## config.mk

```make
export PLATFORM = sky130hd
export DESIGN_NAME = irq_ctrl8
export DESIGN_NICKNAME = d
export VERILOG_FILES = /design/src/rtl/irc_pkg.sv /design/src/rtl/irc_prog.sv /design/src/rtl/irc_core.sv /design/src/rtl/irq_ctrl8.sv
export SDC_FILE = /design/constraint.sdc
export NUM_CORES = 1
export LEC_CHECK = 0
export BUFFER_PORTS_ARGS = -buffer_cell sky130_fd_sc_hd__buf_2
export CAP_MARGIN = 10
export CORE_AREA = 2 2 95 97
export DETAILED_ROUTE_END_ITERATION = 12
export DIE_AREA = 0 0 97 99
export GPL_TIMING_DRIVEN = 0
export PLACE_DENSITY = 0.53
export SYNTH_ARGS = -nofsm -noshare
export SYNTH_HDL_FRONTEND = slang
export SYNTH_SLANG_ARGS = --single-unit
```

## constraint.sdc

```tcl
create_clock -name clk -period 3.3 [get_ports clk]
set_input_delay 0.33 -clock clk [delete_from_list [all_inputs] [get_ports clk]]
set_output_delay 0.33 -clock clk [all_outputs]
set_load 0.01 [all_outputs]
```

## src/rtl/irc_pkg.sv

```systemverilog
package irc_pkg;
    localparam int NIN = 8;
    localparam int IDW = $clog2(NIN);

    localparam logic [7:0] CMD_INIT   = 8'h11;
    localparam logic [7:0] CMD_RD_IRR = 8'h0A;
    localparam logic [7:0] CMD_RD_ISR = 8'h0B;
    localparam logic [4:0] EOI_OP     = 5'b01100;

    typedef enum logic [1:0] {ST_RUN, ST_W2, ST_W3, ST_W4} init_st_e;

    typedef struct packed {
        logic [7:0] base;
        logic [7:0] casc;
        logic       aeoi;
    } irc_cfg_t;

    typedef struct packed {
        logic           vld;
        logic [IDW-1:0] idx;
    } eoi_t;

    function automatic logic [NIN-1:0] allow_below(input logic [NIN-1:0] isr);
        logic [NIN-1:0] r;
        for (int i = 0; i < NIN; i++) begin
            r[i] = ((isr & ((NIN'(2) << i) - NIN'(1))) == '0);
        end
        return r;
    endfunction

    function automatic logic [IDW-1:0] first_set(input logic [NIN-1:0] v);
        logic [IDW-1:0] r;
        r = '0;
        for (int i = NIN - 1; i >= 0; i--) begin
            if (v[i]) r = IDW'(i);
        end
        return r;
    endfunction
endpackage

```

## src/rtl/irc_prog.sv

```systemverilog
module irc_prog
    import irc_pkg::*;
(
    input  logic           clk,
    input  logic           rst,
    input  logic           wr_en,
    input  logic           addr,
    input  logic [7:0]     wdata,
    output irc_cfg_t       cfg,
    output logic [NIN-1:0] imr,
    output logic           rsel_isr,
    output eoi_t           eoi,
    output logic           init_pulse
);
    init_st_e st;
    logic     cmd_wr, dat_wr;

    assign cmd_wr     = wr_en && !addr;
    assign dat_wr     = wr_en && addr;
    assign init_pulse = cmd_wr && (wdata == CMD_INIT);
    assign eoi.vld    = cmd_wr && (wdata[7:3] == EOI_OP);
    assign eoi.idx    = wdata[IDW-1:0];

    always_ff @(posedge clk) begin
        if (rst) begin
            st       <= ST_RUN;
            imr      <= '0;
            rsel_isr <= 1'b0;
            cfg      <= '0;
        end else if (init_pulse) begin
            st       <= ST_W2;
            imr      <= '0;
            rsel_isr <= 1'b0;
        end else if (cmd_wr) begin
            if (wdata == CMD_RD_IRR) rsel_isr <= 1'b0;
            else if (wdata == CMD_RD_ISR) rsel_isr <= 1'b1;
        end else if (dat_wr) begin
            unique case (st)
                ST_W2: begin cfg.base <= wdata; st <= ST_W3; end
                ST_W3: begin cfg.casc <= wdata; st <= ST_W4; end
                ST_W4: begin cfg.aeoi <= wdata[1]; st <= ST_RUN; end
                default: imr <= wdata;
            endcase
        end
    end

    // init word 2 is captured on the first data write after the start command
    p_init_base_r2: assert property (@(posedge clk) disable iff (rst)
        (dat_wr && st == ST_W2 && !init_pulse) |=> (cfg.base == $past(wdata)));
endmodule

```

## src/rtl/irc_core.sv

```systemverilog
module irc_core
    import irc_pkg::*;
#(
    parameter bit IS_MASTER = 1'b1
) (
    input  logic           clk,
    input  logic           rst,
    input  logic [NIN-1:0] irq_in,
    input  logic [NIN-1:0] imr,
    input  irc_cfg_t       cfg,
    input  eoi_t           eoi,
    input  logic           init_pulse,
    input  logic           ack,
    input  logic           cas_sel,
    input  logic [IDW-1:0] cas_in,
    output logic [NIN-1:0] irr,
    output logic [NIN-1:0] isr,
    output logic           cpu_int,
    output logic           vec_valid,
    output logic [7:0]     vec,
    output logic           cas_en,
    output logic [IDW-1:0] cas_id
);
    logic [NIN-1:0] prev_in, pend, irr_n, isr_n;
    logic [IDW-1:0] win;
    logic           have, selected, take, to_cas;

    assign pend     = irr & ~imr & allow_below(isr);
    assign have     = |pend;
    assign win      = first_set(pend);
    assign cpu_int  = have;

    generate
        if (IS_MASTER) begin : g_master
            assign selected = 1'b1;
            assign to_cas   = have && cfg.casc[win];
        end else begin : g_slave
            assign selected = cas_sel && (cas_in == cfg.casc[IDW-1:0]);
            assign to_cas   = 1'b0;
        end
    endgenerate

    assign take = ack && selected;

    always_comb begin
        irr_n = (irr | (irq_in & ~prev_in)) & irq_in;
        isr_n = isr;
        if (eoi.vld) isr_n[eoi.idx] = 1'b0;
        if (take && have) begin
            irr_n[win] = 1'b0;
            if (!cfg.aeoi) isr_n[win] = 1'b1;
        end
    end

    always_ff @(posedge clk) begin
        if (rst) prev_in <= '0;
        else     prev_in <= irq_in;
    end

    always_ff @(posedge clk) begin
        if (rst || init_pulse) begin
            irr       <= '0;
            isr       <= '0;
            vec_valid <= 1'b0;
            vec       <= '0;
            cas_en    <= 1'b0;
            cas_id    <= '0;
        end else begin
            irr       <= irr_n;
            isr       <= isr_n;
            vec_valid <= take && !to_cas;
            vec       <= cfg.base + (have ? 8'(win) : 8'(NIN - 1));
            cas_en    <= take && to_cas;
            cas_id    <= win;
        end
    end

    // the processor line needs an unmasked request behind it
    p_int_unmasked_r4: assert property (@(posedge clk) disable iff (rst)
        cpu_int |-> ((irr & ~imr) != '0));
    // a specific end-of-interrupt clears its bit
    p_eoi_clear_r7: assert property (@(posedge clk) disable iff (rst)
        (eoi.vld && !take) |=> !isr[$past(eoi.idx)]);
    // a taken request leaves the request register
    p_take_clears_r5: assert property (@(posedge clk) disable iff (rst)
        (take && have && !init_pulse) |=> !irr[$past(win)]);
    // a spurious acknowledge leaves the in-service register alone
    p_spur_isr_r8: assert property (@(posedge clk) disable iff (rst)
        (take && !have && !eoi.vld && !init_pulse) |=> (isr == $past(isr)));
    // auto end-of-interrupt adds no in-service bit
    p_aeoi_r9: assert property (@(posedge clk) disable iff (rst)
        (cfg.aeoi && take) |=> ((isr & ~$past(isr)) == '0));
    // vector and cascade number are exclusive
    p_vec_cas_excl_r12: assert property (@(posedge clk) disable iff (rst)
        $onehot0({vec_valid, cas_en}));
endmodule

```

## src/rtl/irq_ctrl8.sv

```systemverilog
module irq_ctrl8
    import irc_pkg::*;
#(
    parameter bit IS_MASTER = 1'b1
) (
    input  logic       clk,
    input  logic       rst,
    input  logic       wr_en,
    input  logic       addr,
    input  logic [7:0] wdata,
    output logic [7:0] rdata,
    input  logic [7:0] irq_in,
    input  logic       ack,
    input  logic       cas_sel,
    input  logic [2:0] cas_in,
    output logic       cpu_int,
    output logic       vec_valid,
    output logic [7:0] vec,
    output logic       cas_en,
    output logic [2:0] cas_id
);
    irc_cfg_t       cfg;
    eoi_t           eoi;
    logic [NIN-1:0] imr, irr, isr;
    logic           rsel_isr, init_pulse;

    irc_prog u_prog (
        .clk(clk), .rst(rst), .wr_en(wr_en), .addr(addr), .wdata(wdata),
        .cfg(cfg), .imr(imr), .rsel_isr(rsel_isr), .eoi(eoi),
        .init_pulse(init_pulse)
    );

    irc_core #(.IS_MASTER(IS_MASTER)) u_core (
        .clk(clk), .rst(rst), .irq_in(irq_in), .imr(imr), .cfg(cfg),
        .eoi(eoi), .init_pulse(init_pulse), .ack(ack), .cas_sel(cas_sel),
        .cas_in(cas_in), .irr(irr), .isr(isr), .cpu_int(cpu_int),
        .vec_valid(vec_valid), .vec(vec), .cas_en(cas_en), .cas_id(cas_id)
    );

    always_comb begin
        if (addr)          rdata = imr;
        else if (rsel_isr) rdata = isr;
        else               rdata = irr;
    end
endmodule

```

-- Yosys cells after proc, flatten, opt, wreduce, memory -nomap -nowiden
Index checks and enable logic that the tools add are counted.
- $lt $le $gt $ge: 4
- $add $sub $neg: 1
- reduce and logical (&&, ||, !) cells: 35
- bitwise operators: 15
- eq/ne operators: 8
- multiplexer cells: 27
- operators by type and width (kind ; number):
    $logic_not 8->1 ; 8
    $and 8x8->8 ; 6
    $mux 8 ; 6
    $not 8->8 ; 4
    $mux 3 ; 9
    $eq 8x4->1 const B ; 2
    $or 8x8->8 ; 2
    $reduce_and 4->1 ; 3
    $logic_and 1x1->1 ; 10
    $reduce_and 3->1 ; 3
    $add 8x8->8 ; 1
    $eq 8x5->1 const B ; 1
    $lt 3x4->1 const B ; 2
    $mux 1 ; 8
    $reduce_or 8->1 ; 1
    $demux 1 s3 ; 2
    $ge 3x1->1 const B ; 2
    $pmux 2 s3 ; 1
    $eq 5x4->1 const B ; 1
    $eq 2x2->1 const B ; 2
    $reduce_bool 2->1 ; 2
    $reduce_bool 4->1 ; 1
    $bmux 1 s3 ; 1
    $not 1->1 ; 3
    other kinds (8) ; 9
- bits in registers: 65
- bits of input ports: 25
- word-level logic and storage cells: 104
- output and inout port bits: 22

-- Logic depth before layout (Yosys ltp)
- word-level depth: 18
- depth in mapped cells: 13
- depth with buffers taken out: 13

-- Cells and area by module
From an unflattened synthesis, not the netlist that was laid out.
- cells, all modules: 346
- area total of the unflattened synthesis: 3055.4 sq um
- by module, submodules not included (module ; cells an instance ; sequential area each (sq um) ; area an instance (sq um) ; instances):
    irc_core ; 190 ; 740.7 ; 1750.4 ; 1
    irc_prog ; 130 ; 560.5 ; 1132.3 ; 1
    irq_ctrl8 ; 26 ; 0.0 ; 172.7 ; 1

-- Least setup slack after synthesis
OpenSTA, ideal clock, no wires.
- kind: register to register
- start: register u_core.isr[2]
- end: register u_core.vec[6]
- stages on the path, launching flop included: 13
- data arrival time: 2.618 ns
- period minus slack after synthesis: 2.745 ns
- path slack: 0.555 ns
- buffers on the path: 0
- data required time: 3.172 ns
- cell sequence: dfxtp_1 or4_4 a211oi_1 nand2_1 nand2_1 and2_1 inv_1 ha_1 fa_1 a21oi_1 nor2_1 xnor2_1 nor2_1
- elaborated cells on any way between the ends: 18
- those cells by class: 1 x add/sub; 9 x mux; 1 x bitwise; 7 x reduce/logical
- RTL lines (what ; RTL line ; source):
    start: declaration ; irc_core.sv:17 ; output logic [NIN-1:0] isr,
    start signal: assignment ; irc_core.sv:70 ; isr <= isr_n;
    $logic_not 8->1 ; irc_pkg.sv:26 ; r[i] = ((isr & ((NIN'(2) << i) - NIN'(1))) == '0);
    $and 8x8->8 * ; irc_core.sv:28 ; assign pend = irr & ~imr & allow_below(isr);
    $reduce_or 8->1 * ; irc_core.sv:29 ; assign have = |pend;
    named net cpu_int ; irq_ctrl8.sv:16 ; output logic cpu_int,
    $mux 3 * ; irc_core.sv:72 ; vec <= cfg.base + (have ? 8'(win) : 8'(NIN - 1));
    $add 8x8->8 * ; irc_core.sv:72 ;
    end signal: assignment ; irc_core.sv:72 ;
    end: declaration ; irc_core.sv:20 ; output logic [7:0] vec,
Mark *: on every way through the listed nets, which the timed path passes. The rest lies on a longest branch.
A chain may end at the register's enable or synchronous reset.

-- Final worst setup path
- start: register u_core.isr[2]
- end: register u_core.vec[6]
- cells in the longest elaborated chain, start to end: 12
- elaborated cells on any way between the ends: 18
- those cells by class: 1 x add/sub; 9 x mux; 1 x bitwise; 7 x reduce/logical
- RTL lines (what ; RTL line ; source):
    $logic_not 8->1 ; irc_pkg.sv:26 ;
    $and 8x8->8 * ; irc_core.sv:28 ;
    $mux 3 (8 in a row) ; irc_pkg.sv:35 ; if (v[i]) r = IDW'(i);
    $mux 3 * ; irc_core.sv:72 ;
    $add 8x8->8 * ; irc_core.sv:72 ;
Mark *: on every way between the ends. The rest lies on a longest branch, timed or not.

==> impl_metrics.json <==
{
  "synth_cell_types": 48,
  "die_area_mm2": 0.00960,
  "hold_viol_final": 0,
  "fmaxAchievable_mhz": 331,
  "cp_cell_sequence": "or4_4 > a211oi_2 > nand2_1 > nand2_1 > and2_1 > inv_1 > ha_1 > fa_1 > a21oi_1 > nor2_1 > xnor2_1 > nor2_1",
  "drt-pass1-iter-count": 5,
  "setup_ws_ns": 0.283,
  "final_common_cell": "nand2_1",
  "gp_congestion": 0.886,
  "numPortBuffers": 37,
  "synth_area_mm2": 0.00292,
  "min_to": "u_core.prev_in[4]",
  "clk_latency_ns": 0.35,
  "syn_nets": 390,
  "outcome": "finished, final reports clean",
  "post-route-period-util_pct": 91.4,
  "cap_violations": 0,
  "critPathLaunchType": "register",
  "power.leakage_nw": 1.33,
  "fin_util_pct": 41.2,
  "ctsHoldBuffers": 0,
  "grt_pass1_wl_um": 13800,
  "drt-met1-wl_um": 3710,
  "crit_buf_inv": 1,
  "core_area_mm2": 0.00855,
  "power-per-cell-area_mw_per_mm2": 561,
  "cpPeakStageDelay_ns": 0.58,
  "synth_cells": 361,
  "r2r_slack_ns": 0.28,
  "cp_data_arrival_time_ns": 3.25,
  "grt_pass1_vias": 2666,
  "n_fill_cell": 926,
  "finalClockSkew_ns": 0.0108,
  "synth-edff-count": 0,
  "clockBufferDepth": 2,
  "min_path_cells": 2,
  "synth_top_area_cell": "dfxtp_1",
  "ys_ff_latch": 65,
  "rsz0062_at_grt": "no",
  "synth_area_leaders": "dfxtp_1 (45%), nand2_1 (8.9%), a21oi_1 (7.5%)",
  "drive_gt1_share_pct": 17.1,
  "hp-class": "in2reg",
  "cts_buffers": 9,
  "reg2reg_from": "u_core.isr[2]",
  "top_layer": "met4",
  "nNetsFinal": 438,
  "drc": 0,
  "postRouteAntennaNets": 0,
  "avgSynthCellArea_um2": 8.09,
  "worstRegToRegCells": 12,
  "yosys_most_used_dff": "dfxtp_1",
  "cp_slowest_cell": "or4_4",
  "via_per_inst": 5.14,
  "dp_slack_ns": 0.104,
  "clock-sinks": 65,
  "hpwl_um": 6040,
  "multi_input_area_mm2": 0.00156,
  "postCtsSetupBuffers": 0,
  "final_cell_mix": "nand2_1 (69), dfxtp_1 (65), a21oi_1 (44)",
  "syn2layout_area_growth_pct": 20.7,
  "cp-end-kind": "register",
  "ys_seq_area_share_pct": 44.6,
  "wl_um": 8230,
  "die_width_um": 97,
  "grt.overflow.total": 0,
  "yosys_warnings": 0,
  "path_clk_slew_ns": 0.08,
  "antenna_cells": 0,
  "min_from": "irq_in[4]",
  "fp-row-count": 34,
  "regArea_mm2": 0.00130,
  "crit_type": "reg2reg",
  "clock-root-buffer": "clkbuf_8",
  "maxSlewViolCount": 0,
  "setup_tns_ns": 0,
  "dr_total_vias": 2681,
  "setup_violations": 0,
  "crit_fanout": 6,
  "synth_top_area_share_pct": 44.6,
  "required_ns": 3.53,
  "wl_met2_um": 3720,
  "antenna_found_initial": 0,
  "vdd_drop_max_v": 0.000180,
  "wl_per_cell_um": 15.8,
  "ioPinCount": 47,
  "reg2reg_to": "u_core.vec[6]",
  "power.total_w": 0.00198,
  "async_reset_ff_share_pct": 0,
  "grt_use_total_pct": 18.5,
  "critical_path.top_delay_family": "simple AND/OR/NAND/NOR gates",
  "grt_max_degree": 13,
  "period_minus_slack_ns": 3.02,
  "drt_iter0_drc": 108,
  "die_h_um": 99,
  "start_util_pct": 34.1,
  "relSlewSlack_pct": 27.2,
  "met3_length_um": 501,
  "htreeDepth": 3,
  "worst_pin_slew_ns": 1.09,
  "cts_tree": "built"
}
## cell type report
| type | instances | area share, % |
|---|---|---|
| repair buffers | 37 | 5.26 |
| clock buffers | 9 | 3.52 |
| flip-flops and latches | 65 | 36.9 |
| well taps | 108 | 3.84 |
| multi-input cells | 270 | 44.2 |
| plain buffers | 19 | 2.17 |
| inverters | 7 | 0.746 |
| clock inverters | 7 | 3.37 |
## how the worst max path moves through the flow
stage	startpoint	endpoint	slack, ns	cells past startpoint
6_report	u_core.isr[2]	u_core.vec[6]	0.28	12
5_1_grt	u_core.isr[1]	u_core.vec[6]	0.04	13
4_1_cts	u_core.isr[2]	u_core.vec[6]	0.09	13
3_5_place_dp	u_core.isr[2]	u_core.vec[6]	0.10	13
3_3_place_gp	u_core.isr[2]	u_core.vec[6]	0.07	13
2_1_floorplan	u_core.isr[2]	u_core.vec[6]	0.55	12
## cells in the mapped netlist (5+ instances only)
master / instances
nand2_1: 69
dfxtp_1: 65
a21oi_1: 44
nor2_1: 20
o21ai_0: 19
clkbuf_1: 13
nand2b_1: 13
nand3_1: 12
nor2b_1: 12
mux2i_1: 9
nor3_1: 8
inv_1: 7
a211oi_1: 5
a31oi_1: 5
xnor2_1: 5
## kinds of logic (layout without fill, tap and decap cells)
group | Yosys count | count (layout) | share of synthesized area, %
xor gates and xnor gates | 6 | 6 | 1.80
AOI/OAI and AO/OA | 85 | 85 | 16.5
muxes | 10 | 10 | 3.47
adders and majority gates | 4 | 4 | 1.97
and+or+nand+nor | 165 | 165 | 28.2
buffers and inverters | 26 | 79 | 3.52
DFF | 65 | 65 | 44.6
## registers in the layout, indices dropped and copies added (netlist names)
signal,cells
u_core.cas_en,1
u_core.cas_id,3
u_core.irr,8
u_core.isr,8
u_core.prev_in,8
u_core.vec,8
u_core.vec_valid,1
u_prog.cfg,17
u_prog.imr,8
u_prog.rsel_isr,1
u_prog.st,2
## stage by stage
step           cell area [µm²]  instances  hold slack (ns)
2_1_floorplan             2920        361            0.429
3_3_place_gp              3240        506            0.446
3_5_place_dp              3240        506            0.451
4_1_cts                   3480        522            0.195
5_1_grt                   3520        522            0.200
6_report                  3520        522            0.202
## metal layers
metal | track usage [%] | up-vias
li1 | - | 1351
met1 | 24.4 | 1229
met2 | 29.1 | 80
met3 | 3.33 | 21
met4 | 9.43 | 0
met5 | 0 | -
## where the power goes
group	total, W	switching (W)	leakage, nW	internal [W]
clock network	0.000829	0.000328	0.115	0.000501
logic	0.000302	0.000184	0.680	0.000118
registers	0.000844	0.0000248	0.531	0.000820
## timing repair
action | 4_1_cts | 5_1_grt
endpoints found under the setup margin | 0 | 5
hold endpoints to repair | 0 | 0
resized for setup | 0 | 7
## worst register-to-register path: cells and delay by family (launching register included)
family,cells,cell delay (ns)
compound gates,2,0.47
xor+xnor,1,0.13
buf+inv,1,0.07
fa+ha+maj,2,0.62
simple gates,6,1.27
flops,1,0.38
Power figures use the tool's default switching activity.
